**src/rtl/subcall_pkg.sv**
```systemverilog
package subcall_pkg;

  localparam int OP_W = 8;

  // local opcode encoding
  localparam logic [OP_W-1:0] OPC_CALL    = 8'h01;
  localparam logic [OP_W-1:0] OPC_CALL_CS = 8'h02;
  localparam logic [OP_W-1:0] OPC_CALL_CC = 8'h03;
  localparam logic [OP_W-1:0] OPC_RET     = 8'h05;
  localparam logic [OP_W-1:0] OPC_RET_CS  = 8'h06;
  localparam logic [OP_W-1:0] OPC_RET_CC  = 8'h07;

  typedef enum logic [2:0] {
    K_NONE, K_CALL, K_CALL_CS, K_CALL_CC, K_RET, K_RET_CS, K_RET_CC
  } kind_e;

  typedef enum logic [2:0] {
    ST_IDLE, ST_PUSH_HI, ST_PUSH_LO, ST_POP_LO, ST_POP_HI
  } seq_state_e;

  typedef struct packed {
    logic legal;
    logic is_call;
    logic exec;
  } dec_t;

endpackage

```
**src/rtl/subcall_decode.sv**
```systemverilog
module subcall_decode
  import subcall_pkg::*;
(
  input  logic [OP_W-1:0] op_code,
  input  logic            carry,
  output dec_t            dec
);

  kind_e kind;

  always_comb begin
    unique case (op_code)
      OPC_CALL:    kind = K_CALL;
      OPC_CALL_CS: kind = K_CALL_CS;
      OPC_CALL_CC: kind = K_CALL_CC;
      OPC_RET:     kind = K_RET;
      OPC_RET_CS:  kind = K_RET_CS;
      OPC_RET_CC:  kind = K_RET_CC;
      default:     kind = K_NONE;
    endcase
  end

  always_comb begin
    dec.legal   = (kind != K_NONE);
    dec.is_call = (kind == K_CALL) || (kind == K_CALL_CS) || (kind == K_CALL_CC);
    unique case (kind)
      K_CALL, K_RET:       dec.exec = 1'b1;
      K_CALL_CS, K_RET_CS: dec.exec = carry;
      K_CALL_CC, K_RET_CC: dec.exec = ~carry;
      default:             dec.exec = 1'b0;
    endcase
  end

endmodule

```
**src/rtl/subcall_stack_ram.sv**
```systemverilog
module subcall_stack_ram #(
  parameter int BW     = 8,
  parameter int RAM_AW = 8
) (
  input  logic              clk,
  input  logic              we,
  input  logic [RAM_AW-1:0] addr,
  input  logic [BW-1:0]     wdata,
  output logic [BW-1:0]     rdata
);

  localparam int DEPTH = 1 << RAM_AW;

  logic [BW-1:0] mem [DEPTH];

  always_ff @(posedge clk) begin
    if (we) begin
      mem[addr] <= wdata;
    end
  end

  assign rdata = mem[addr];

endmodule

```
**src/rtl/subcall_seq.sv**
```systemverilog
module subcall_seq
  import subcall_pkg::*;
#(
  parameter int                 BW       = 8,
  parameter int                 RAM_AW   = 8,
  parameter logic [2*BW-1:0]    SP_RESET = '0
) (
  input  logic              clk,
  input  logic              rst_n,
  input  logic              sp_load,
  input  logic [2*BW-1:0]   sp_init,
  input  logic              op_valid,
  input  dec_t              dec,
  input  logic [BW-1:0]     op_lo,
  input  logic [BW-1:0]     op_hi,
  input  logic [2*BW-1:0]   pc_in,
  input  logic [BW-1:0]     ram_rdata,
  output logic              ram_we,
  output logic [RAM_AW-1:0] ram_addr,
  output logic [BW-1:0]     ram_wdata,
  output logic              ready,
  output logic              done,
  output logic              taken,
  output logic [2*BW-1:0]   pc_out,
  output logic [2*BW-1:0]   sp_out
);

  localparam int              PC_W     = 2 * BW;
  localparam logic [PC_W-1:0] LEN_CALL = PC_W'(3);
  localparam logic [PC_W-1:0] LEN_RET  = PC_W'(1);
  localparam logic [PC_W-1:0] ONE      = PC_W'(1);

  seq_state_e      state_q, state_d;
  logic [PC_W-1:0] sp_q, sp_d, pc_q, pc_d, ret_q, ret_d, tgt_q, tgt_d;
  logic [BW-1:0]   lo_q, lo_d;
  logic            done_q, done_d, taken_q, taken_d;
  logic            sp_en, pc_en, cap_en, lo_en;
  logic [PC_W-1:0] sp_dec, sp_inc;
  logic            accept;

  assign sp_dec = sp_q - ONE;
  assign sp_inc = sp_q + ONE;
  assign accept = (state_q == ST_IDLE) && op_valid && !sp_load && dec.legal;

  // next-state process
  always_comb begin
    state_d   = state_q;
    sp_d      = sp_q;
    pc_d      = pc_q;
    ret_d     = pc_in + LEN_CALL;
    tgt_d     = {op_hi, op_lo};
    lo_d      = ram_rdata;
    done_d    = 1'b0;
    taken_d   = 1'b0;
    sp_en     = 1'b0;
    pc_en     = 1'b0;
    cap_en    = 1'b0;
    lo_en     = 1'b0;
    ram_we    = 1'b0;
    ram_addr  = sp_q[RAM_AW-1:0];
    ram_wdata = '0;
    unique case (state_q)
      ST_IDLE: begin
        if (sp_load) begin
          sp_d  = sp_init;
          sp_en = 1'b1;
        end else if (accept) begin
          if (dec.exec) begin
            cap_en  = 1'b1;
            state_d = dec.is_call ? ST_PUSH_HI : ST_POP_LO;
          end else begin
            pc_d   = pc_in + (dec.is_call ? LEN_CALL : LEN_RET);
            pc_en  = 1'b1;
            done_d = 1'b1;
          end
        end
      end
      ST_PUSH_HI: begin
        ram_we    = 1'b1;
        ram_addr  = sp_dec[RAM_AW-1:0];
        ram_wdata = ret_q[PC_W-1:BW];
        sp_d      = sp_dec;
        sp_en     = 1'b1;
        state_d   = ST_PUSH_LO;
      end
      ST_PUSH_LO: begin
        ram_we    = 1'b1;
        ram_addr  = sp_dec[RAM_AW-1:0];
        ram_wdata = ret_q[BW-1:0];
        sp_d      = sp_dec;
        sp_en     = 1'b1;
        pc_d      = tgt_q;
        pc_en     = 1'b1;
        done_d    = 1'b1;
        taken_d   = 1'b1;
        state_d   = ST_IDLE;
      end
      ST_POP_LO: begin
        lo_en   = 1'b1;
        sp_d    = sp_inc;
        sp_en   = 1'b1;
        state_d = ST_POP_HI;
      end
      ST_POP_HI: begin
        pc_d    = {ram_rdata, lo_q};
        pc_en   = 1'b1;
        sp_d    = sp_inc;
        sp_en   = 1'b1;
        done_d  = 1'b1;
        taken_d = 1'b1;
        state_d = ST_IDLE;
      end
      default: state_d = ST_IDLE;
    endcase
  end

  // register process with reset
  always_ff @(posedge clk or negedge rst_n) begin
    if (!rst_n) begin
      state_q <= ST_IDLE;
      sp_q    <= SP_RESET;
      pc_q    <= '0;
      done_q  <= 1'b0;
      taken_q <= 1'b0;
    end else begin
      state_q <= state_d;
      done_q  <= done_d;
      taken_q <= taken_d;
      if (sp_en) sp_q <= sp_d;
      if (pc_en) pc_q <= pc_d;
    end
  end

  // datapath captures without reset
  always_ff @(posedge clk) begin
    if (cap_en) begin
      ret_q <= ret_d;
      tgt_q <= tgt_d;
    end
    if (lo_en) lo_q <= lo_d;
  end

  assign ready  = (state_q == ST_IDLE);
  assign done   = done_q;
  assign taken  = taken_q;
  assign pc_out = pc_q;
  assign sp_out = sp_q;

endmodule

```
**src/rtl/subcall_unit.sv**
```systemverilog
module subcall_unit
  import subcall_pkg::*;
#(
  parameter int              BW       = 8,
  parameter int              RAM_AW   = 8,
  parameter logic [2*BW-1:0] SP_RESET = '0
) (
  input  logic            clk,
  input  logic            rst_n,
  input  logic            sp_load,
  input  logic [2*BW-1:0] sp_init,
  input  logic            op_valid,
  input  logic [OP_W-1:0] op_code,
  input  logic [BW-1:0]   op_lo,
  input  logic [BW-1:0]   op_hi,
  input  logic            carry,
  input  logic [2*BW-1:0] pc_in,
  output logic            ready,
  output logic            done,
  output logic            taken,
  output logic [2*BW-1:0] pc_out,
  output logic [2*BW-1:0] sp_out
);

  logic [1:0]        rst_sync_q;
  logic              rst_q_n;
  dec_t              dec;
  logic              ram_we;
  logic [RAM_AW-1:0] ram_addr;
  logic [BW-1:0]     ram_wdata, ram_rdata;

  // asynchronous assert, synchronous release
  always_ff @(posedge clk or negedge rst_n) begin
    if (!rst_n) rst_sync_q <= 2'b00;
    else        rst_sync_q <= {rst_sync_q[0], 1'b1};
  end
  assign rst_q_n = rst_sync_q[1];

  subcall_decode u_dec (
    .op_code (op_code),
    .carry   (carry),
    .dec     (dec)
  );

  subcall_seq #(
    .BW       (BW),
    .RAM_AW   (RAM_AW),
    .SP_RESET (SP_RESET)
  ) u_seq (
    .clk       (clk),
    .rst_n     (rst_q_n),
    .sp_load   (sp_load),
    .sp_init   (sp_init),
    .op_valid  (op_valid),
    .dec       (dec),
    .op_lo     (op_lo),
    .op_hi     (op_hi),
    .pc_in     (pc_in),
    .ram_rdata (ram_rdata),
    .ram_we    (ram_we),
    .ram_addr  (ram_addr),
    .ram_wdata (ram_wdata),
    .ready     (ready),
    .done      (done),
    .taken     (taken),
    .pc_out    (pc_out),
    .sp_out    (sp_out)
  );

  subcall_stack_ram #(
    .BW     (BW),
    .RAM_AW (RAM_AW)
  ) u_ram (
    .clk   (clk),
    .we    (ram_we),
    .addr  (ram_addr),
    .wdata (ram_wdata),
    .rdata (ram_rdata)
  );

endmodule

```
**config.mk**
```make
export PLATFORM = sky130hd
export DESIGN_NAME = subcall_unit
export DESIGN_NICKNAME = d
export VERILOG_FILES = /design/src/rtl/subcall_pkg.sv /design/src/rtl/subcall_decode.sv /design/src/rtl/subcall_stack_ram.sv /design/src/rtl/subcall_seq.sv /design/src/rtl/subcall_unit.sv
export SDC_FILE = /design/constraint.sdc
export NUM_CORES = 2
export LEC_CHECK = 0
export BUFFER_PORTS_ARGS = -buffer_cell sky130_fd_sc_hd__buf_2
export CORE_MARGIN = 2
export CORE_UTILIZATION = 60
export DETAILED_ROUTE_END_ITERATION = 12
export PLACE_DENSITY_LB_ADDON = 0.2
export RECOVER_POWER = 50
export SLEW_MARGIN = 20
export SYNTH_ARGS = -nofsm -noshare
export SYNTH_HDL_FRONTEND = slang
export SYNTH_SLANG_ARGS = --single-unit
```
**constraint.sdc**
```tcl
create_clock -name clk -period 1.4 [get_ports clk]
set_input_delay 0.07 -clock clk [delete_from_list [all_inputs] [get_ports clk]]
set_output_delay 0.07 -clock clk [all_outputs]
set_load 0.05 [all_outputs]
```
Word level (Yosys, flattened, before mapping). Memories as Yosys holds them, arrays and structs flattened. Index checks and enable logic that the tools add are counted.

Memories: 1. Input bits: 61. Register bits after elaboration: 79. Bits in writable memories: 2048. Word-level logic and storage cells: 87. ROM bits: 0. Latch bits: 0.

Memories: u_ram.mem (words 256, width 8, rd ports 1, clocked after Yosys merged registers in 0, wr ports 1, line subcall_stack_ram.sv:14) `logic [BW-1:0] mem [DEPTH];`.

Multipliers: 0. Bitwise logic cells: 1. Muxes and demuxes: 31. Reductions and logical operators: 20. Equal/unequal tests: 21. Shifts and indexed selects: 0. Add/sub/neg operators: 4. $lt $le $gt $ge: 0. Div/mod/pow operators: 0.

Operators by type and width (number): one-hot mux 16 bit (3 select lines) (2); two-way mux 16 bit (4); == test 8 x 3 -> 1 bit, second input constant (3); one-hot mux 3 bit (6 select lines) (1); adder 16 x 1 -> 16 bit, second input constant (1); adder 16 bit (1); adder 16 x 2 -> 16 bit, second input constant (1); == test 8 x 2 -> 1 bit, second input constant (2); one-hot mux 8 bit (2 select lines) (1); subtractor 16 x 1 -> 16 bit, second input constant (1); two-way mux 1 bit (13); == test 3 x 2 -> 1 bit, second input constant (4); == test 3 bit, second input constant (4); OR reduction 2 bit (6); two-way mux 3 bit (3); one-hot mux 3 bit (3 select lines) (1); nonzero test 3 bit (3); == test 8 x 1 -> 1 bit, second input constant (1); two-way mux 8 bit (1); == test 3 x 1 -> 1 bit, second input constant (2); != test 2 bit, second input constant (3); AND reduction 3 bit (2); AND reduction 5 bit (1); two-way mux 2 bit (2); 9 further kinds (14).

Logic depth before layout (Yosys ltp).
Word-level depth: 11. Mapped depth: 24. Mapped depth without buffers: 14.

Cells and area by module. From an unflattened synthesis, not the netlist that was laid out.

Cells, all modules: 4041. Area, all modules: 83078.4 um^2.

By module, submodules not included: subcall_stack_ram (area each 78332.6 um^2, cells an instance 3539, seq. area each 61499.0 um^2, instances 1); subcall_seq (area each 4634.4 um^2, cells an instance 492, seq. area each 2127.0 um^2, instances 1); subcall_decode (area each 57.6 um^2, cells an instance 7, seq. area each 0.0 um^2, instances 1); subcall_unit (area each 53.8 um^2, cells an instance 3, seq. area each 50.0 um^2, instances 1).

Least setup slack after synthesis. OpenSTA, ideal clock, no wires.

Path type: register to register. Start point: register u_seq.state_q[2]. End point: memory u_ram.mem[0][0] (data pin). Library setup time: 0.866 ns. Required time: 0.534 ns. Arrival: 4.816 ns. Path slack: -4.282 ns. Cell stages (with the launch flop): 5. Period minus slack after synthesis: 5.682 ns. Cells stage by stage: dfrtp_1 buf_1 clkbuf_1 nor3b_1 a22o_1.

Cells in the longest elaborated chain, start to end: 2. Elaborated cells between the ends (all ways): 3. Classes of those cells: eq/ne: 2; mux: 1.

RTL lines: start, declared (line subcall_seq.sv:33) `seq_state_e state_q, state_d;`; start signal, assigned (line subcall_seq.sv:126) `state_q <= state_d;`; == test 3 x 2 -> 1 bit or == test 3 x 1 -> 1 bit (tied branches) (line subcall_seq.sv:62) `unique case (state_q)`; one-hot mux 8 bit (2 select lines) (*) (line subcall_seq.sv:62); named net ram_wdata[0] (line subcall_unit.sv:30) `logic [BW-1:0] ram_wdata, ram_rdata;`; end, declared (line subcall_stack_ram.sv:14).

Mark *: on every way through the listed nets, which the timed path passes. The rest lies on a longest branch.

Worst setup path in the final report.
Start point: register u_seq.state_q[0]. End point: register u_seq.pc_q[11], in the netlist u_seq.pc_out[11].

Cells in the longest elaborated chain, start to end: 8. Elaborated cells between the ends (all ways): 20. Classes of those cells: eq/ne: 6; mux: 5; reduce/logical: 8; memory: 1.

RTL lines: branches (longest 8 deep; another with memory (256 x 8 bit)); end signal, assigned (line subcall_seq.sv:130) `if (pc_en) pc_q <= pc_d;`; end, declared (line subcall_seq.sv:34) `logic [PC_W-1:0] sp_q, sp_d, pc_q, pc_d, ret_q, ret_d, tgt_q, tgt_d;`.

Parallel ways; which one is timed is not known. A chain may end at the register's enable or synchronous reset.

==> summary by stage <==
Job
The max-capacitance violation count is 0.

Worst setup path
In this run the critical register-to-register path is captured at u_seq.pc_out[11]. The worst setup path is captured at a flip-flop. The last element of the critical path is u_seq.pc_out[11]. The nature of the critical path startpoint is a flip-flop. The data arrival at the endpoint of the critical path is 4.59 ns. Measured in cells, the most critical reg-to-reg path has a length of 17.

The critical path goes through xor2_4 > nand2_4 > inv_4 > ha_4 > clkinv_8 > buf_16 > o21ai_4 > buf_12 > buf_6 > o22ai_1 > o21ai_0 > nand4b_1 > o211ai_1 > and4_4 > a31oi_4 > buf_6 > o221ai_1. The critical path is of the flip-flop to flip-flop type. Of all nets on the critical path, the largest fanout is 7. The largest single stage delay on the critical path is 0.45 ns. At the worst endpoint, the required time is 2.13 ns.

The launch point of the worst reg-to-reg path is u_seq.state_q[0]. The cell with the largest stage delay on the worst path is sky130_fd_sc_hd__nand4b_1. In this run the worst setup path begins at u_seq.state_q[0]. The cell type with the highest occurrence count on the critical path is sky130_fd_sc_hd__buf_6.

The minimum setup slack among reg-to-reg paths is -2.46 ns.

Timing
The final worst slack is -2.46 ns. Hold timing on the final database bottoms out at a slack of -0.191 ns. The maximum clock frequency is 259 MHz. The slew of the pin with the lowest slew margin is 1.10 ns. Setup repair after global routing could not meet its margin everywhere.

The hold violation count in the final report was 2. The count of final max-slew check failures is 0. The final setup violation count is 4218.

Across the routed clock network, the largest skew measured is 0.0444 ns. The routed design could run at a clock period as short as 3.86 ns. In the finished design, the share of the clock period the worst path needs comes to 276%. Measured against its own limit, the worst slew margin works out to 26.8%. The final total negative setup slack is -6362.18 ns.

Synth
The top cell type by area accounts for 73.2% of the synthesized area. Counting flops with a built-in enable in the synthesized netlist gives 2088. The cell area after synthesis is 0.0856 mm^2. The count of state elements after synthesis is 2127. The synthesized netlist devotes 7.64% of its cell area to compound gates.

The share of async-settable or async-resettable flops after synthesis is 1.83%. In the post-synthesis netlist, the cell with the most instances is sky130_fd_sc_hd__edfxtp_1. Of the total synthesized cell area, the portion taken by full adders, half adders and majority gates is 0.0964%. In the synthesized netlist the dominant register cell turns out to be sky130_fd_sc_hd__edfxtp_1.

The mux share of post-synthesis cell area is 10.4%. By area, the combinational part of the netlist is dominated by multiplexers. Ranked by instance count, the synthesized netlist is headed by 2088 x sky130_fd_sc_hd__edfxtp_1, 412 x sky130_fd_sc_hd__nor2_1, 348 x sky130_fd_sc_hd__nand2_1, 286 x sky130_fd_sc_hd__mux4_2, 258 x sky130_fd_sc_hd__o22ai_1. After synthesis, the cell types taking the most area are sky130_fd_sc_hd__edfxtp_1 73%, sky130_fd_sc_hd__mux4_2 7.5%, sky130_fd_sc_hd__mux2i_1 2.6%. sky130_fd_sc_hd__edfxtp_1 takes more of the synthesized area than any other cell. The post-synthesis area per instance is 17.0 um^2. After Yosys synthesis, XOR and XNOR cells account for 0.539% of the synthesized area. The share of the Yosys chip area taken by registers is 74.4%. The number of cells produced by synthesis is 5035. After Yosys synthesis, and, or, nand and nor cells account for 5.03% of the synthesized area. The number of nets in the synthesized netlist is 5102. During synthesis, Yosys emitted a total of 0 warnings. The number of distinct standard cells referenced by the synthesized netlist is 82.

GRT
The via count of the first global-routing pass came to 54954. The total overflow reported by the global router is 0. The global-route wire length before repair is 379 mm. The maximum number of pins on one net before global-route repair is 85.

In the global route stage, overall resource usage came out at 36.2%. The number of antenna violations at the first check in global routing is 5.

Die
The floorplan has 138 rows. In this run the vertical extent of the chip is 382 um. The full die area is 0.146 mm^2. The core area is 0.142 mm^2. Once the floorplan was initialized, standard cells occupied 60.5% of the core. For this design the top-level I/O count stands at 96. The die is 382 um wide.

CTS
In this run, CTS created clock tree buffers numbering 206. The source-to-sink clock delay at the later pin of the worst-skew pair is 0.84 ns. The H-tree was split into 4 levels. The clock net in this run drives a total of 2127 sinks. In this run the deepest clock path goes through 3 buffers.

The total of hold buffers inserted after clock tree synthesis is 81. The clock transition at the registers of the reported paths is 0.06 ns. The buffer type at the clock tree root is sky130_fd_sc_hd__clkbuf_16. The TritonCTS clock tree is yes.

Power and ir drop
Of the total power, the share spent switching nets is 24.6%. The peak supply drop is 0.00124 V. The fraction of power consumed by the clock network is 39.5%. Per report_power, the sequential group accounts for 48.6% of the total.

The total internal power is 108000 uW. The leakage power total is 0.0347 uW. The share of power burned in combinational logic is 11.9%. The reported net switching power is 35100 uW. In this run the power density over the cells is 1290 mW/mm^2.

Drt
Dividing the detail-routed wire length by the instance count gives 33.4 um. The via-per-instance ratio is 6.91. The remaining antenna violation count after routing is 0. The first-pass iteration count of the detailed router is 8. The detailed router finished its first iteration with 9128 violations. The count of vias placed by the detailed router is 57754. The total wire length after detailed routing is 279 mm. The DRC violations left is 0.

Layout
The fraction of layout instances using a drive strength above 1 is 36.8%. The finished layout holds 8355 standard cells, fillers aside. The utilization after layout is 78.2%.

Relative to the synthesized area, the layout overhead comes to 29.3%. The net count of the finished layout is 6353.

Run status
The final reports fail on negative hold slack, negative setup slack. The flow ran to the end, but the final reports show violations.

Placed design
The number of buffer cells added on primary ports is 95. The routability congestion estimate is 0.968. The number of placed instances, taps included, is 7743. Before CTS, the worst setup slack after placement is -2.91 ns. The HPWL after detailed placement is 176 mm.

Worst hold path
The class of the most critical hold timing path is input port to flip-flop.
## area by class of cell
cell class / instances / area, um^2
repair inverters: 1 / 20.0
fillers: 7113 / 30900
flip-flops and latches: 2127 / 63700
diodes: 5 / 12.5
multi-input cells: 2546 / 23100
well taps: 1890 / 2360
clock inverters: 147 / 1530
inverters: 17 / 81.3
clock buffers: 235 / 5290
repair buffers: 1387 / 14600
## worst min-delay path by stage
stage	from	to	slack, ns	depth (start not counted)
final	pc_in[1]	u_seq.pc_out[1]	-0.19	4
after global routing	pc_in[1]	u_seq.pc_out[1]	-0.16	4
after detailed placement	rst_n	rst_sync_q[0]	-0.14	1
after CTS	pc_in[0]	u_seq.pc_out[1]	-0.27	4
after global placement	rst_n	rst_sync_q[0]	-0.14	1
after floorplan	rst_n	rst_sync_q[0]	-0.23	0
## through the flow
step | power (uW) | instance area, um^2
4_1_cts | 140000 | 107000
5_1_grt | 145000 | 111000
2_1_floorplan | 77700 | 86600
3_5_place_dp | 84600 | 98800
3_3_place_gp | 84500 | 98800
6_report | 143000 | 111000
## cell families (layout without fill, tap and decap cells)
family / Yosys count / in the layout
DFF: 2127 / 2127
and+or+nand+nor: 997 / 997
AOI/OAI and AO/OA: 961 / 961
muxes: 530 / 530
buffers and inverters: 362 / 1787
xor gates and xnor gates: 51 / 51
adders and majority gates: 6 / 6
other: 1 / 6
## state kept, by name, indices dropped and copies added (netlist names)
name and cells:
u_seq.sp_out 16, u_seq.ret_q 16, u_seq.taken 1, rst_sync_q 2, u_seq.tgt_q 16, u_seq.pc_out 16, u_seq.lo_q 8, u_seq.done 1
u_ram.mem 2048, u_seq.state_q 3
## metal layers
| layer | up-vias | GRT usage, % | part of all wire [%] | routed length [um] |
|---|---|---|---|---|
| li1 | 23001 | - | - | - |
| met1 | 28968 | 49.0 | 34 | 96100 |
| met2 | 4882 | 55.1 | 46 | 128000 |
| met3 | 893 | 9.66 | 14 | 37800 |
| met4 | 10 | 17.6 | 6.0 | 16800 |
| met5 | - | 0 | 0.025 | 70 |
## worst max-delay path, delay by kind of cell (launching register included)
kind	cells	cell delay [ns]
compound gates	6	1.00
buf+inv	6	0.86
simple gates	3	0.85
flops	1	0.44
fa+ha+maj	1	0.36
xor+xnor	1	0.21
## repair_timing
item / 4_1_cts / 5_1_grt
gates cloned: 0 / 21
hold endpoints to repair: 98 / 2
pin swaps: 38 / 89
gates resized for setup: 202 / 386
buffers inserted: 23 / 105
setup endpoints to repair: 4215 / 4218
## power groups by stage
stage                     Clock (uW)  Combinational [uW]  Sequential [uW]
after detailed placement           0               13900            70800
after floorplan                    0                6350            71300
final                          56400               17000            69400
after CTS                      56200               14600            69400
after global placement             0               13700            70700
after global routing           58700               17200            69400
## cells in the final DEF, fill, tap and decap left out, types with 21 or more instances in the layout
cell type | Yosys | layout
sky130_fd_sc_hd__mux2i_1 | 220 | 218
sky130_fd_sc_hd__mux2_2 | 24 | 23
sky130_fd_sc_hd__o31ai_1 | 31 | 29
sky130_fd_sc_hd__a31oi_1 | 40 | 30
sky130_fd_sc_hd__o21ai_0 | 167 | 140
sky130_fd_sc_hd__buf_4 | 27 | 809
sky130_fd_sc_hd__dfrtp_1 | 39 | 36
sky130_fd_sc_hd__a21oi_1 | 104 | 91
sky130_fd_sc_hd__clkbuf_1 | 141 | 30
sky130_fd_sc_hd__buf_2 | 138 | 93
sky130_fd_sc_hd__nor2_1 | 412 | 199
sky130_fd_sc_hd__o22ai_1 | 258 | 235
sky130_fd_sc_hd__and3_1 | 31 | 30
sky130_fd_sc_hd__nand3_1 | 82 | 77
sky130_fd_sc_hd__nor2_2 | 1 | 64
sky130_fd_sc_hd__nor3_1 | 28 | 21
sky130_fd_sc_hd__o21ai_1 | 5 | 23
sky130_fd_sc_hd__clkinv_2 | 0 | 55
sky130_fd_sc_hd__nand2_1 | 348 | 323
sky130_fd_sc_hd__o211ai_1 | 47 | 47
sky130_fd_sc_hd__o221ai_1 | 55 | 34
sky130_fd_sc_hd__clkbuf_16 | 0 | 224
sky130_fd_sc_hd__buf_6 | 3 | 98
sky130_fd_sc_hd__nor2_4 | 1 | 151
sky130_fd_sc_hd__clkinv_1 | 1 | 39
sky130_fd_sc_hd__a32oi_1 | 34 | 33
sky130_fd_sc_hd__a211oi_1 | 30 | 21
sky130_fd_sc_hd__a221oi_1 | 50 | 32
sky130_fd_sc_hd__buf_12 | 0 | 262
sky130_fd_sc_hd__edfxtp_1 | 2088 | 2088
sky130_fd_sc_hd__bufinv_16 | 0 | 24
sky130_fd_sc_hd__mux4_2 | 286 | 286
sky130_fd_sc_hd__dlygate4sd3_1 | 0 | 81
sky130_fd_sc_hd__xnor2_1 | 33 | 28
(Power assumes the default switching activity.)
